## src/rtl/srs_pkg.sv

```systemverilog
package srs_pkg;
  parameter int CODE_W   = 4;
  parameter int MAX_CODE = 10;
  parameter int UNIT     = 64;
  localparam int MAX_PERIOD = 2 * UNIT * (MAX_CODE + 2);
  localparam int PER_W      = $clog2(MAX_PERIOD + 1);
  typedef logic [PER_W-1:0] period_t;
endpackage

```

## src/rtl/srs_ratio_decode.sv

```systemverilog
// Maps a half-step ratio code and double-rate flag to a period in master clocks.
module srs_ratio_decode #(
  parameter int CODE_W   = 4,
  parameter int MAX_CODE = 10,
  parameter int UNIT     = 64,
  parameter int PER_W    = 11
) (
  input  logic [CODE_W-1:0] code,
  input  logic              dbl,
  output logic [PER_W-1:0]  period
);
  logic [PER_W-1:0] k_eff;
  logic [PER_W-1:0] base;

  always_comb begin
    k_eff  = (int'(code) > MAX_CODE) ? '0 : PER_W'(code);
    base   = (k_eff + PER_W'(2)) * PER_W'(UNIT);
    period = dbl ? base : (base << 1);
  end
endmodule

```

## src/rtl/srs_path_div.sv

```systemverilog
// One path: counts a period, reloads the setting at wrap, registers strobe and word clock.
module srs_path_div #(
  parameter int PER_W = 11
) (
  input  logic             clk,
  input  logic             rst,
  input  logic [PER_W-1:0] next_period,
  output logic             strobe_o,
  output logic             wclk_o
);
  logic [PER_W-1:0] cnt_q, per_q, cnt_nxt, per_nxt;
  logic             wrap;

  always_comb begin
    wrap    = (cnt_q == per_q - PER_W'(1));
    per_nxt = wrap ? next_period : per_q;
    cnt_nxt = wrap ? '0 : cnt_q + PER_W'(1);
  end

  always_ff @(posedge clk) begin
    if (rst) begin
      cnt_q    <= '0;
      per_q    <= next_period;
      strobe_o <= 1'b0;
      wclk_o   <= 1'b0;
    end else begin
      cnt_q    <= cnt_nxt;
      per_q    <= per_nxt;
      strobe_o <= wrap;
      wclk_o   <= (cnt_nxt < (per_nxt >> 1));
    end
  end
endmodule

```

## src/rtl/dual_rate_strobe_gen.sv

```systemverilog
module dual_rate_strobe_gen #(
  parameter int CODE_W   = srs_pkg::CODE_W,
  parameter int MAX_CODE = srs_pkg::MAX_CODE,
  parameter int UNIT     = srs_pkg::UNIT
) (
  input  logic              clk,
  input  logic              rst,
  input  logic [CODE_W-1:0] adc_ratio,
  input  logic              adc_double,
  input  logic [CODE_W-1:0] dac_ratio,
  input  logic              dac_double,
  output logic              adc_strobe,
  output logic              adc_wclk,
  output logic              dac_strobe,
  output logic              dac_wclk
);
  localparam int NPATH = 2;
  localparam int PER_W = $clog2(2 * UNIT * (MAX_CODE + 2) + 1);

  logic [CODE_W-1:0] code_a [NPATH];
  logic [NPATH-1:0]  dbl_a, strb_a, wclk_a;

  assign code_a[0] = adc_ratio;
  assign code_a[1] = dac_ratio;
  assign dbl_a     = {dac_double, adc_double};

  for (genvar p = 0; p < NPATH; p++) begin : g_path
    logic [PER_W-1:0] period;

    srs_ratio_decode #(
      .CODE_W(CODE_W), .MAX_CODE(MAX_CODE), .UNIT(UNIT), .PER_W(PER_W)
    ) u_dec (
      .code(code_a[p]), .dbl(dbl_a[p]), .period(period)
    );

    srs_path_div #(.PER_W(PER_W)) u_div (
      .clk(clk), .rst(rst), .next_period(period),
      .strobe_o(strb_a[p]), .wclk_o(wclk_a[p])
    );
  end

  assign adc_strobe = strb_a[0];
  assign adc_wclk   = wclk_a[0];
  assign dac_strobe = strb_a[1];
  assign dac_wclk   = wclk_a[1];
endmodule

```

## config.mk

```make
export PLATFORM = sky130hd
export DESIGN_NAME = dual_rate_strobe_gen
export DESIGN_NICKNAME = d
export VERILOG_FILES = /design/src/rtl/srs_pkg.sv /design/src/rtl/srs_ratio_decode.sv /design/src/rtl/srs_path_div.sv /design/src/rtl/dual_rate_strobe_gen.sv
export SDC_FILE = /design/constraint.sdc
export NUM_CORES = 1
export LEC_CHECK = 0
export ABC_AREA = 0
export BUFFER_PORTS_ARGS = -buffer_cell sky130_fd_sc_hd__buf_2
export CAP_MARGIN = 20
export CORE_MARGIN = 1.5
export CORE_UTILIZATION = 35
export CTS_BUF_LIST = sky130_fd_sc_hd__clkbuf_4
export DETAILED_ROUTE_END_ITERATION = 12
export HOLD_SLACK_MARGIN = 0.15
export PLACE_DENSITY = 0.53
export RECOVER_POWER = 100
export SYNTH_ARGS = -nofsm -noshare
export SYNTH_HDL_FRONTEND = slang
export SYNTH_SLANG_ARGS = --single-unit
```

## constraint.sdc

```tcl
create_clock -name clk -period 4.2 [get_ports clk]
set_input_delay 0.63 -clock clk [delete_from_list [all_inputs] [get_ports clk]]
set_output_delay 0.63 -clock clk [all_outputs]
set_load 0.05 [all_outputs]
```

# Word level (Yosys, flattened, before mapping)
# Index checks and enable logic that the tools add are counted.
[word_totals]
ff_bits = 48
latchBits = 0
mem_bits_rw = 0
mem_bits_ro = 0
output_inout_bits = 4
word_cells = 34
n_memories = 0
[classes]
add_sub_neg = 6
multipliers = 0
div = 0
order_cmp = 4
n_eq_ne = 2
n_shift = 0
n_mux = 10
n_bitwise = 0
n_reduce_logical = 2
[ops]
columns = ["operator", "count"]
rows = [
  ["$mux 11", 8],
  ["$add 11x1->11 const B", 2],
  ["$eq 11x11->1", 2],
  ["$lt 11x10->1", 2],
  ["$sub 11x1->11 const B", 2],
  ["$add 5x2->5 const B", 2],
  ["$gt 4x4->1 const B", 2],
  ["$mux 4", 2],
  ["$reduce_bool 2->1", 2],
]

# Longest topological paths before layout
# Gate-level depths: netlist of the first run.
[depth]
depth_word = 6
ltp_mapped = 18

# By module
# Synthesis of the first run repeated with hierarchy kept, for this count alone.
[hier_totals]
hier_cells = 411
hier_area_um2 = 3623.5
[by_module_without_submodules]
columns = ["module", "instances", "cells_each", "area_per_inst_um2"]
rows = [
  ["srs_path_div at g_path[1].u_div", 1, 179, 1685.4],
  ["srs_path_div at g_path[0].u_div", 1, 180, 1622.8],
  ["srs_ratio_decode", 2, 26, 157.7],
]

# Least setup slack after synthesis of the first run
# No wires, ideal clock.
[synth_timing]
kind = "register -> register"
from = "reg g_path[1].u_div.per_q[3]"
to = "reg g_path[1].u_div.wclk_o"
setup_ns = 0.070
t_arrival_ns = 3.392
required_time_ns = 4.130
setup_slack_ns = 0.738
stages_incl_launch_ff = 18
path_buffers = 3
period_less_slack_ns = 3.462
cell_sequence = "dfxtp_1 > buf_6 > or3_4 > or3_1 > a21bo_1 > a221oi_1 > and3_1 > buf_2 > buf_2 > nor2_1 > ha_1 > a21o_1 > a21o_1 > a21oi_1 > nor2_1 > a2111oi_0 > o21ai_0 > a21oi_1"
[synth_between]
elab_chain_len = 4
word_cells_on_any_way = 5
cone_classes = "1 x add/sub; 1 x order compare; 1 x eq/ne; 2 x mux"
[synth_rtl]
columns = ["element", "line_no", "source"]
rows = [
  ["start, declared", "srs_path_div.sv:11", "logic [PER_W-1:0] cnt_q, per_q, cnt_nxt, per_nxt;"],
  ["start signal, assigned", "srs_path_div.sv:23", "per_q <= next_period;"],
  ["start signal, assigned", "srs_path_div.sv:28", "per_q <= per_nxt;"],
  ["$sub 11x1->11", "srs_path_div.sv:15", "wrap = (cnt_q == per_q - PER_W'(1));"],
  ["$eq 11x11->1", "srs_path_div.sv:15", ""],
  ["$mux 11", "srs_path_div.sv:17", "cnt_nxt = wrap ? '0 : cnt_q + PER_W'(1);"],
  ["via g_path[1].u_div.cnt_nxt[4]", "srs_path_div.sv:11", ""],
  ["$lt 11x10->1", "srs_path_div.sv:30", "wclk_o <= (cnt_nxt < (per_nxt >> 1));"],
  ["end signal, assigned", "srs_path_div.sv:30", ""],
  ["end, declared", "srs_path_div.sv:9", "output logic wclk_o"],
]
# The timed path passes the listed nets, and every way through them passes these cells. The select of a mux whose other input is x is not followed.
# A chain may end at the register's enable or synchronous reset.

# Worst setup path in the final report of the first run
[layout_timing]
from = "reg g_path[1].u_div.per_q[1]"
to = "reg g_path[1].u_div.wclk_o"
# Same word-level chain as after synthesis.

==> run metrics, run 1 <==
Port Buffer Count=15; worst-margin pin slew=1040 ps; fillcell total=916; antenna violations before repair=0; Ports=16; Max Clock Skew=5.49 ps; TritonCTS Buffers=5; Avg Inst Size Synth=8.43 um^2; Die Ht=98.1 um; H-tree levels=2; Top FF cell, synth=dfxtp_1; maximum buffer depth of the clock tree=2; worst reg2reg path depth=17; share of cells above drive strength 1=9.33%; Finished Cell Area=3350 um^2; die width=98.1 um; DRT antenna net count=0; Net Count, Synth=411; Placed Area=3320 um^2; Max Transition Viols Final=0; synthesized area=3160 um^2; post-DR wirelength/cell=13.8 um; synthesized flop and latch total=46; CTS Root Cell=clkbuf_4; Setup TNS=0 ps; P&R area growth vs syn=6.05%; Worst Setup End Kind=flip-flop; Synthesis Warnings=0; Hold WS=510 ps; Hold Crit Depth=2; maximum clock rate=260 MHz; pre-CTS WS=79.9 ps; final std cells w/o fill=494; DR iter-0 viols=62; vias in the first global route=2562; Final Hold Fails=0; Global Route Usage Sum=14.7%; headroom to the max-slew limit=30.4%; GRT Residual Overflow=0; fin worst setup slack=354 ps; share of the yosys chip area belonging to registers=29.1%; CP Data Required Time=4500 ps; CP Data Arrival Time=4140 ps; Setup Crit Path Kind=flip-flop to flip-flop; Inserted Diodes=0; Register Area=922 um^2; final setup vio count=0; startpoint types=flip-flop; Pwr Density=254 nW/um^2; gp weighted congestion=0.829; Synth Instances=375; total number of vias=2543; fin nets=421; first-pass GRT wire length=11700 um; VDD IR max=0.000114 V; fin crit period=3850 ps; largest net degree at the start of global routing=17; asr flop ratio synth=0%; Lkg Pwr=0.00137 uW; cell total after placement=486; Via density=5.15; CTS sink cnt=46; hold crit path type=flip-flop to flip-flop; Post-synth EDFFs=0; WL final=6810 um; CP Cell Sequence=inv_1 -> ha_1 -> xor3_1 -> nor3b_1 -> o21ai_0 -> a221oi_1 -> and3_4 -> buf_4 -> nor2_1 -> ha_1 -> a21o_1 -> a21o_1 -> a21oi_1 -> nor2_1 -> a2111oi_0 -> o21ai_0 -> a21oi_1; row count=34; TritonCTS clock tree=yes; starting density of the core=36.3%; status=completed; unrepaired setup endpoints after global routing=false; max cap viols=0; final HPWL from detailed placement=5330 um; hold-fix buffers at CTS=0; first drt pass iteration count=4; Yosys cell types=51; fin crit share=91.6%; Crit path largest cell delay=440 ps; core area=8720 um^2; drt drc=0; Worst-path clk slew=130 ps; die area=9620 um^2; CP Max Fanout=9; Post-CTS Setup Bufs=0; multi-input logic area=2090 um^2; CP max-delay cell=xor3_1; clk_lat worst skew=360 ps
==> layer usage <==
layer	part of all wire [%]	vias up	global-route usage, %
li1	-	1322	-
met1	48	1190	17.9
met2	50	21	26.8
met3	1.3	10	2.36
met4	1.3	0	3.85
met5	0	-	0
==> cells in the mapped netlist (all sizes together), types with 3 or more instances <==
library cell   n  share of area (%)
buf           11                2.3
a211oi         4               0.95
a21o           4               0.95
o21ai         13                2.1
ha            24                9.5
nor2          64                7.6
a2111oi        3               0.83
nand2         16                1.9
nand3         16                2.5
clkbuf         8               0.95
inv           10                1.2
nand4          7                1.4
a31oi          5               0.99
nand2b         7                1.4
nor4b          3               0.83
and3           6                1.2
and2           9                1.8
dfxtp         46                 29
xnor2         21                5.8
xor2          23                6.4
nor3           6                1.1
a21oi          9                1.4
nor2b          7                1.4
mux2          12                4.9
mux2i         12                3.8
==> power breakdown <==
| part | switching (uW) | total [uW] | internal [uW] | leakage, uW |
|---|---|---|---|---|
| Clock | 146 | 216 | 69.7 | 0.0000331 |
| Sequential | 27.1 | 483 | 456 | 0.000376 |
| Combinational | 81.1 | 153 | 72.1 | 0.000965 |
| Total | 255 | 852 | 598 | 0.00137 |
==> registers in the layout, summed over array words and instances (netlist names) <==
register / cells
g_path.u_div.cnt_q: 22
g_path.u_div.strobe_o: 2
g_path.u_div.per_q: 20
g_path.u_div.wclk_o: 2
==> cells in the final DEF, fill, tap and decap left out, types with 2 or more instances in the layout <==
master     synthesis  routed
o21ai_0           13      13
nor3_1             5       5
nor2b_1            7       7
clkbuf_1           8       7
xor2_1            23      23
a2111oi_0          3       3
clkbuf_4           0       6
or4_1              2       2
dfxtp_1           46      45
nand4_1            7       7
nand2b_1           7       7
a22oi_1            2       2
nor3b_1            2       2
a211oi_1           4       4
mux2_1             0       4
a21o_1             4       4
and3_1             6       5
a21oi_1            9       9
buf_4              0       4
nand4b_1           2       2
nand3_1           16      16
nand2_1           16      16
nor4b_1            3       2
nor4_1             2       2
a31oi_1            5       5
or2_0              1       2
mux2i_1           12      12
and2_0             0       3
and2_1             9       6
o22ai_1            2       2
mux2_2             7       8
ha_1              24      24
nor2_1            64      64
xnor2_1           21      21
inv_1             10      10
buf_2              7      11
a22o_1             2       2
==> critical path, delay by kind of cell (launching register included) <==
family | cells | cell delay [ps]
compound gates | 8 | 1610
xor+xnor | 1 | 440
fa+ha+maj | 2 | 440
buf+inv | 2 | 270
flops | 1 | 370
simple gates | 4 | 650
==> final timing paths <==
check / endpoint / startpoint / slack [ps]
hold reg to reg: g_path[0].u_div.per_q[2]$_SDFF_PP0_ / g_path[0].u_div.per_q[2]$_SDFF_PP0_ / 510
setup reg to reg: g_path[1].u_div.wclk_o$_SDFF_PP0_ / g_path[1].u_div.per_q[1]$_SDFF_PP0_ / 350
hold / removal: g_path[0].u_div.per_q[2]$_SDFF_PP0_ / g_path[0].u_div.per_q[2]$_SDFF_PP0_ / 510
setup / recovery: g_path[1].u_div.wclk_o$_SDFF_PP0_ / g_path[1].u_div.per_q[1]$_SDFF_PP0_ / 350
==> cells by family after synthesis <==
family                   count (synthesis)  synth area share, %
AO/OA/AOI/OAI                           52                 10.9
XOR/XNOR                                45                 12.9
adder cells (fa/ha/maj)                 24                 9.49
buffers and inverters                   29                 4.43
flip-flops                              46                 29.1
multiplexers                            24                 8.66
AND/OR/NAND/NOR                        155                 24.5
==> stage by stage <==
stage	power, uW	util, %
after CTS	875	38.7
after floorplan	611	-
after global routing	904	38.5
final	852	38.5
after detailed placement	653	38.1
after global placement	653	38.1
==> what timing repair did <==
item                       4_1_cts  5_1_grt
resized for setup                0        4
setup endpoints to repair        0        1
hold endpoints to repair         0        0
==> area by class of cell <==
class,instances,share of cell area (%)
Inverter,10,1.12
Timing Repair Buffer,22,3.32
Sequential cell,46,27.5
Clock inverter,2,0.261
Multi-Input combinational cell,300,62.4
Clock buffer,6,1.34
Tap cell,108,4.03
Note: power is estimated with default switching activity, not from simulation.
==> inputs of run 2 (changes only) <==
- SETUP_SLACK_MARGIN: unset -> 0.4
==> run 2 against run 1 <==
Clock skew shrank 2.0 ps. Cell area rose by 2.5%. Critical path type unchanged. Largest power group unchanged. Worst hold slack got worse by 7.5 ps. Final cell count rose by 1.0%. Utilization grew 0.98 points.
==> run metrics, run 2 (synthesized netlist as in run 1, its figures left out) <==
die area=9620 um^2 (unchanged); Setup Crit Path Kind=flip-flop to flip-flop (unchanged); final core occ=39.4% (was 38.5%); Max Clock Skew=3.47 ps (was 5.49 ps); most frequent cells in the layout=64 x nor2_1, 44 x dfxtp_1, 23 x xor2_1, 23 x ha_1, 21 x xnor2_1 (was 64 x nor2_1, 45 x dfxtp_1, 24 x ha_1); fillcell total=913 (was 916); VDD IR max=0.000114 V (about the same); unrepaired setup endpoints after global routing=true (was false); Top reg by flops=g_path.u_div.cnt_q (unchanged); Finished Cell Area=3440 um^2 (was 3350 um^2); starting density of the core=36.3% (unchanged); first-pass GRT wire length=11800 um (was 11700 um); Register Area=926 um^2 (was 922 um^2); cell total after placement=486 (unchanged); Worst Setup End Kind=flip-flop (unchanged); headroom to the max-slew limit=29.6% (was 30.4%); gp weighted congestion=0.829 (unchanged); DR iter-0 viols=64 (was 62); vias in the first global route=2564 (was 2562); max cap viols=0 (unchanged); Global Route Usage Sum=14.8% (was 14.7%); maximum buffer depth of the clock tree=2 (unchanged); Port Buffer Count=15 (unchanged); hold crit path type=flip-flop to flip-flop (unchanged); H-tree levels=2 (unchanged); die width=98.1 um (unchanged); final setup vio count=0 (unchanged); Die Ht=98.1 um (unchanged); maximum clock rate=266 MHz (was 260 MHz); hold-fix buffers at CTS=0 (unchanged); multi-input logic area=2130 um^2 (was 2090 um^2); max reg flops=22 (unchanged); CTS Root Cell=clkbuf_4 (unchanged); CP Data Required Time=4500 ps (about the same); pre-CTS WS=79.9 ps (unchanged); startpoint types=flip-flop (unchanged); clk_lat worst skew=360 ps (about the same); final std cells w/o fill=499 (was 494); share of cells above drive strength 1=12.8% (was 9.33%); largest net degree at the start of global routing=17 (unchanged); Pwr Density=248 nW/um^2 (was 254 nW/um^2); Max Transition Viols Final=0 (unchanged); CP Data Arrival Time=4060 ps (was 4140 ps); commonest non-fill, non-tap cell in the layout=nor2_1 (unchanged); Lkg Pwr=0.00142 uW (was 0.00137 uW); P&R area growth vs syn=8.74% (was 6.05%); DRT antenna net count=0 (unchanged); top flop regs=g_path.u_div.cnt_q: 22 flops, g_path.u_div.per_q: 20 flops (unchanged); Ports=16 (unchanged); Final Hold Fails=0 (unchanged); first drt pass iteration count=4 (unchanged); total number of vias=2580 (was 2543); worst-margin pin slew=1060 ps (was 1040 ps); fin nets=426 (was 421); status=completed (unchanged); Worst-path clk slew=130 ps (about the same); drt drc=0 (unchanged); GRT Residual Overflow=0 (unchanged); fin crit period=3760 ps (was 3850 ps); TritonCTS Buffers=5 (unchanged); TritonCTS clock tree=yes (unchanged); WL final=6880 um (was 6810 um); Placed Area=3320 um^2 (unchanged); Inserted Diodes=0 (unchanged); final HPWL from detailed placement=5330 um (unchanged); row count=34 (unchanged); antenna violations before repair=0 (unchanged); post-DR wirelength/cell=13.8 um (about the same); Setup TNS=0 ps (unchanged); CTS sink cnt=46 (unchanged); core area=8720 um^2 (unchanged); CP Max Fanout=8 (was 9); Via density=5.17 (was 5.15); fin crit share=89.6% (was 91.6%); fin worst setup slack=437 ps (was 354 ps)
-- run 2: critical path, cell delays in order, from the launching register on --
cell and delay (ps):
dfxtp_4 390, inv_2 80, ha_4 160, xor3_1 410, nor3b_2 160, o21ai_0 110
a221oi_2 280, and3_1 380, clkbuf_4 210, nor2_1 40, ha_1 290, a21o_1 160
a21o_1 170, a21oi_1 140, nor2_1 70, a2111oi_2 310, o21ai_1 160, a21oi_1 160
-- run 2: metrics by stage --
step	hold WS (ps)	power [uW]
4_1_cts	504	875
6_report	503	855
5_1_grt	529	906
3_3_place_gp	478	653
3_5_place_dp	484	653
2_1_floorplan	453	611
-- run 2: timing repair --
| item | CTS | global route |
|---|---|---|
| endpoints found under the setup margin | 1 | 2 |
| buffers inserted | 0 | 5 |
| gates resized for setup | 6 | 20 |
| pin swaps | 0 | 4 |
| hold endpoints to repair | 0 | 0 |
-- run 2: cell type report --
| class | count | share of cell area [%] |
|---|---|---|
| multi-input combinational | 300 | 61.9 |
| tap | 108 | 3.93 |
| clock inverter | 2 | 0.255 |
| sequential | 46 | 26.9 |
| timing repair buffer | 27 | 4.62 |
| clock buffer | 6 | 1.31 |
| inverter | 10 | 1.09 |
-- run 2: path summary, 6_finish.rpt --
kind | startpoint | endpoint | slack, ps | cells past startpoint
setup / recovery | g_path[1].u_div.per_q[1]$_SDFF_PP0_ | g_path[1].u_div.wclk_o$_SDFF_PP0_ | 440 | 17
hold / removal | g_path[1].u_div.per_q[2]$_SDFF_PP0_ | g_path[1].u_div.per_q[2]$_SDFF_PP0_ | 500 | 2
setup reg to reg | g_path[1].u_div.per_q[1]$_SDFF_PP0_ | g_path[1].u_div.wclk_o$_SDFF_PP0_ | 440 | 17
hold reg to reg | g_path[1].u_div.per_q[2]$_SDFF_PP0_ | g_path[1].u_div.per_q[2]$_SDFF_PP0_ | 500 | 2
-- run 2: power by group --
group          switching (uW)  internal (uW)
clock network             146           69.7
logic                    82.9           73.0
registers                27.5            455
-- run 2: layer usage --
layer	global-route usage, %	vias up	routed length, um
met5	0	-	0
met2	26.4	29	3440
met1	18.3	1202	3230
met4	4.07	0	106
li1	-	1336	-
met3	2.36	13	110
==> inputs of run 3 (changes only) <==
- CORE_UTILIZATION: 35 -> 44
- PLACE_DENSITY: 0.53 -> 0.66
- clock period: 4.2 -> 3 ns (I/O delays scaled with it)
==> run 3 against run 2 <==
The flow now finishes with violations (negative setup slack). Non-clock buffer count increased by 58. Sequential cell count unchanged. Critical path depth decreased by 2. First-iteration DRC count increased by 53%. Sequential power increased by 39%. Critical endpoint is now g_path[0].u_div.wclk_o$_SDFF_PP0_. Largest cell class unchanged.
==> run metrics, run 3 (synthesized netlist as in run 1, its figures left out) <==
Die Ht=87.8 um (was 98.1 um); startpoint types=flip-flop (unchanged); worst path bufs/invs=1 (was 2); hold crit path type=input pin to flip-flop (was flip-flop to flip-flop); Via density=5.21 (was 5.17); P&R area growth vs syn=26.4% (was 8.74%); Worst path top cell family by delay=simple AND/OR/NAND/NOR gates (was compound AO/OA/AOI/OAI gates); Inserted Diodes=0 (unchanged); top flop regs=g_path.u_div.cnt_q: 22 flops, g_path.u_div.per_q: 20 flops (unchanged); final std cells w/o fill=545 (was 499); DR iter-0 viols=98 (was 64); post-DR wirelength/cell=13.5 um (was 13.8 um); fin crit share=113% (was 89.6%); Finished Cell Area=4000 um^2 (was 3440 um^2); final setup vio count=2 (was 0); vias in the first global route=2805 (was 2564); largest net degree at the start of global routing=15 (was 17); max cap viols=0 (unchanged); first drt pass iteration count=6 (was 4); Total Power=1260 uW (was 855 uW); die width=87.8 um (was 98.1 um); first-pass GRT wire length=12100 um (was 11800 um); status=finished, violations left (was completed); CTS Root Cell=clkbuf_4 (unchanged); drt drc=0 (unchanged); final core occ=58.2% (was 39.4%); max reg flops=22 (unchanged); hold-fix buffers at CTS=0 (unchanged); maximum buffer depth of the clock tree=2 (unchanged); row count=30 (was 34); maximum clock rate=294 MHz (was 266 MHz); CP Data Required Time=3280 ps (was 4500 ps); CP Cell Sequence=inv_2 -> ha_4 -> or4b_4 -> xnor2_1 -> or4_1 -> mux2i_2 -> and3_4 -> mux2i_2 -> ha_1 -> nor2b_1 -> o21ai_1 -> a21oi_1 -> o21ai_1 -> o211ai_1 -> a21oi_1 (was inv_2 -> ha_4 -> xor3_1 -> nor3b_2 -> o21ai_0 -> a221oi_2 -> and3_1 -> clkbuf_4 -> nor2_1 -> ha_1 -> a21o_1 -> a21o_1 -> a21oi_1 -> nor2_1 -> a2111oi_2 -> o21ai_1 -> a21oi_1); Port Buffer Count=15 (unchanged); commonest non-fill, non-tap cell in the layout=nor2_1 (unchanged); fin worst setup slack=-400 ps (was 437 ps); Sw Ratio=29.8% (was 30.1%); VDD IR max=0.000169 V (was 0.000114 V); CTS sink cnt=46 (unchanged); fin nets=484 (was 426); Worst-path clk slew=130 ps (about the same); Lkg Pwr=0.00174 uW (was 0.00142 uW); die area=7710 um^2 (was 9620 um^2); clk_lat worst skew=360 ps (about the same); Ports=16 (unchanged); headroom to the max-slew limit=60.1% (was 29.6%); antenna violations before repair=0 (unchanged); combinational group share of total power=24.2% (was 18.2%); Setup Crit Path Kind=flip-flop to flip-flop (unchanged); starting density of the core=46.0% (was 36.3%); cell total after placement=529 (was 486); Top reg by flops=g_path.u_div.cnt_q (unchanged); Placed Area=3770 um^2 (was 3320 um^2); fin crit period=3400 ps (was 3760 ps); Global Route Usage Sum=19.9% (was 14.8%); Switching Power=376 uW (was 257 uW); CP Depth=15 (was 17); worst-margin pin slew=601 ps (was 1060 ps); TritonCTS clock tree=yes (unchanged); CP max-delay cell=or4b_4 (was xor3_1); Final Hold Fails=0 (unchanged); Pwr Density=315 nW/um^2 (was 248 nW/um^2); Clock power frac=22.7% (was 25.3%); CP Data Arrival Time=3680 ps (was 4060 ps); CP Max Fanout=5 (was 8); worst reg2reg path depth=15 (was 17); WL final=7340 um (was 6880 um); pre-CTS WS=-517 ps (was 79.9 ps); DRT antenna net count=0 (unchanged); GRT Residual Overflow=0 (unchanged); Max Clock Skew=6.55 ps (was 3.47 ps); Max Transition Viols Final=0 (unchanged); final HPWL from detailed placement=5640 um (was 5330 um); core area=6870 um^2 (was 8720 um^2); Hold Crit Depth=2 (unchanged); total number of vias=2840 (was 2580); unrepaired setup endpoints after global routing=true (unchanged); failing checks=negative setup slack; Worst Setup End Kind=flip-flop (unchanged); H-tree levels=2 (unchanged); Int Pwr=885 uW (was 598 uW); most frequent cells in the layout=62 x nor2_1, 60 x buf_4, 41 x dfxtp_1 (was 64 x nor2_1, 44 x dfxtp_1, 23 x xor2_1, 23 x ha_1, 21 x xnor2_1); sequential share of power=53.1% (was 56.5%); gp weighted congestion=0.829 (about the same); fillcell total=656 (was 913); share of cells above drive strength 1=28.1% (was 12.8%); Crit path largest cell delay=480 ps (was 410 ps); TritonCTS Buffers=5 (unchanged)
-- run 3: cell types whose count changed in the layout (fill, tap and decap cells not counted), sizes merged --
cell and change:
clkinvlp +1, buf +58, clkbuf -1
-- run 3: power groups by stage --
stage	logic, uW	registers (uW)	clock network (uW)
final	305	669	287
after global routing	336	674	320
after CTS	307	669	303
after detailed placement	286	682	0
after global placement	279	681	0
after floorplan	169	687	0
-- run 3: final timing paths --
check,startpoint,end,slack (ps)
setup / recovery,g_path[0].u_div.per_q[2]$_SDFF_PP0_,g_path[0].u_div.wclk_o$_SDFF_PP0_,-400
hold / removal,rst,g_path[1].u_div.cnt_q[0]$_SDFF_PP0_,400
setup reg to reg,g_path[0].u_div.per_q[2]$_SDFF_PP0_,g_path[0].u_div.wclk_o$_SDFF_PP0_,-400
hold reg to reg,g_path[1].u_div.cnt_q[0]$_SDFF_PP0_,g_path[1].u_div.cnt_q[0]$_SDFF_PP0_,520
-- run 3: layer usage --
layer / GRT usage [%] / wire, um
met1: 22.4 / 3230
met2: 37.1 / 3760
met3: 3.30 / 191
met4: 7.79 / 162
met5: 0 / 0
-- run 3: layout make-up --
type	count	area, um^2	share of cell area [%]
Clock buffer	5	37.5	0.939
Sequential cell	46	927	23.2
Tap cell	96	120	3.00
Multi-Input combinational cell	300	2230	55.7
Clock inverter	3	16.3	0.407
Inverter	10	37.5	0.939
Timing Repair Buffer	85	633	15.8
-- run 3: through the flow --
| stage | setup TNS (ps) | hold slack (ps) |
|---|---|---|
| after floorplan | -437 | 453 |
| after CTS | -620 | 391 |
| final | -704 | 396 |
| after global routing | -1910 | 399 |
| after detailed placement | -911 | 496 |
| after global placement | -674 | 487 |
-- run 3: repair_timing --
item | CTS | global route
pin swaps | 4 | 8
setup buffers | 5 | 2
cloned | 1 | 0
endpoints found under the setup margin | 32 | 38
gates resized for setup | 33 | 13
-- run 3: worst reg2reg max path: cells and delay by family (launching register included) --
family                     cells  cell delay (ps)
AOI/OAI and AO/OA              5              640
xor gates and xnor gates       1              140
adders and majority gates      2              390
buffers and inverters          1               70
DFF                            1              350
muxes                          2              440
and+or+nand+nor                4             1300
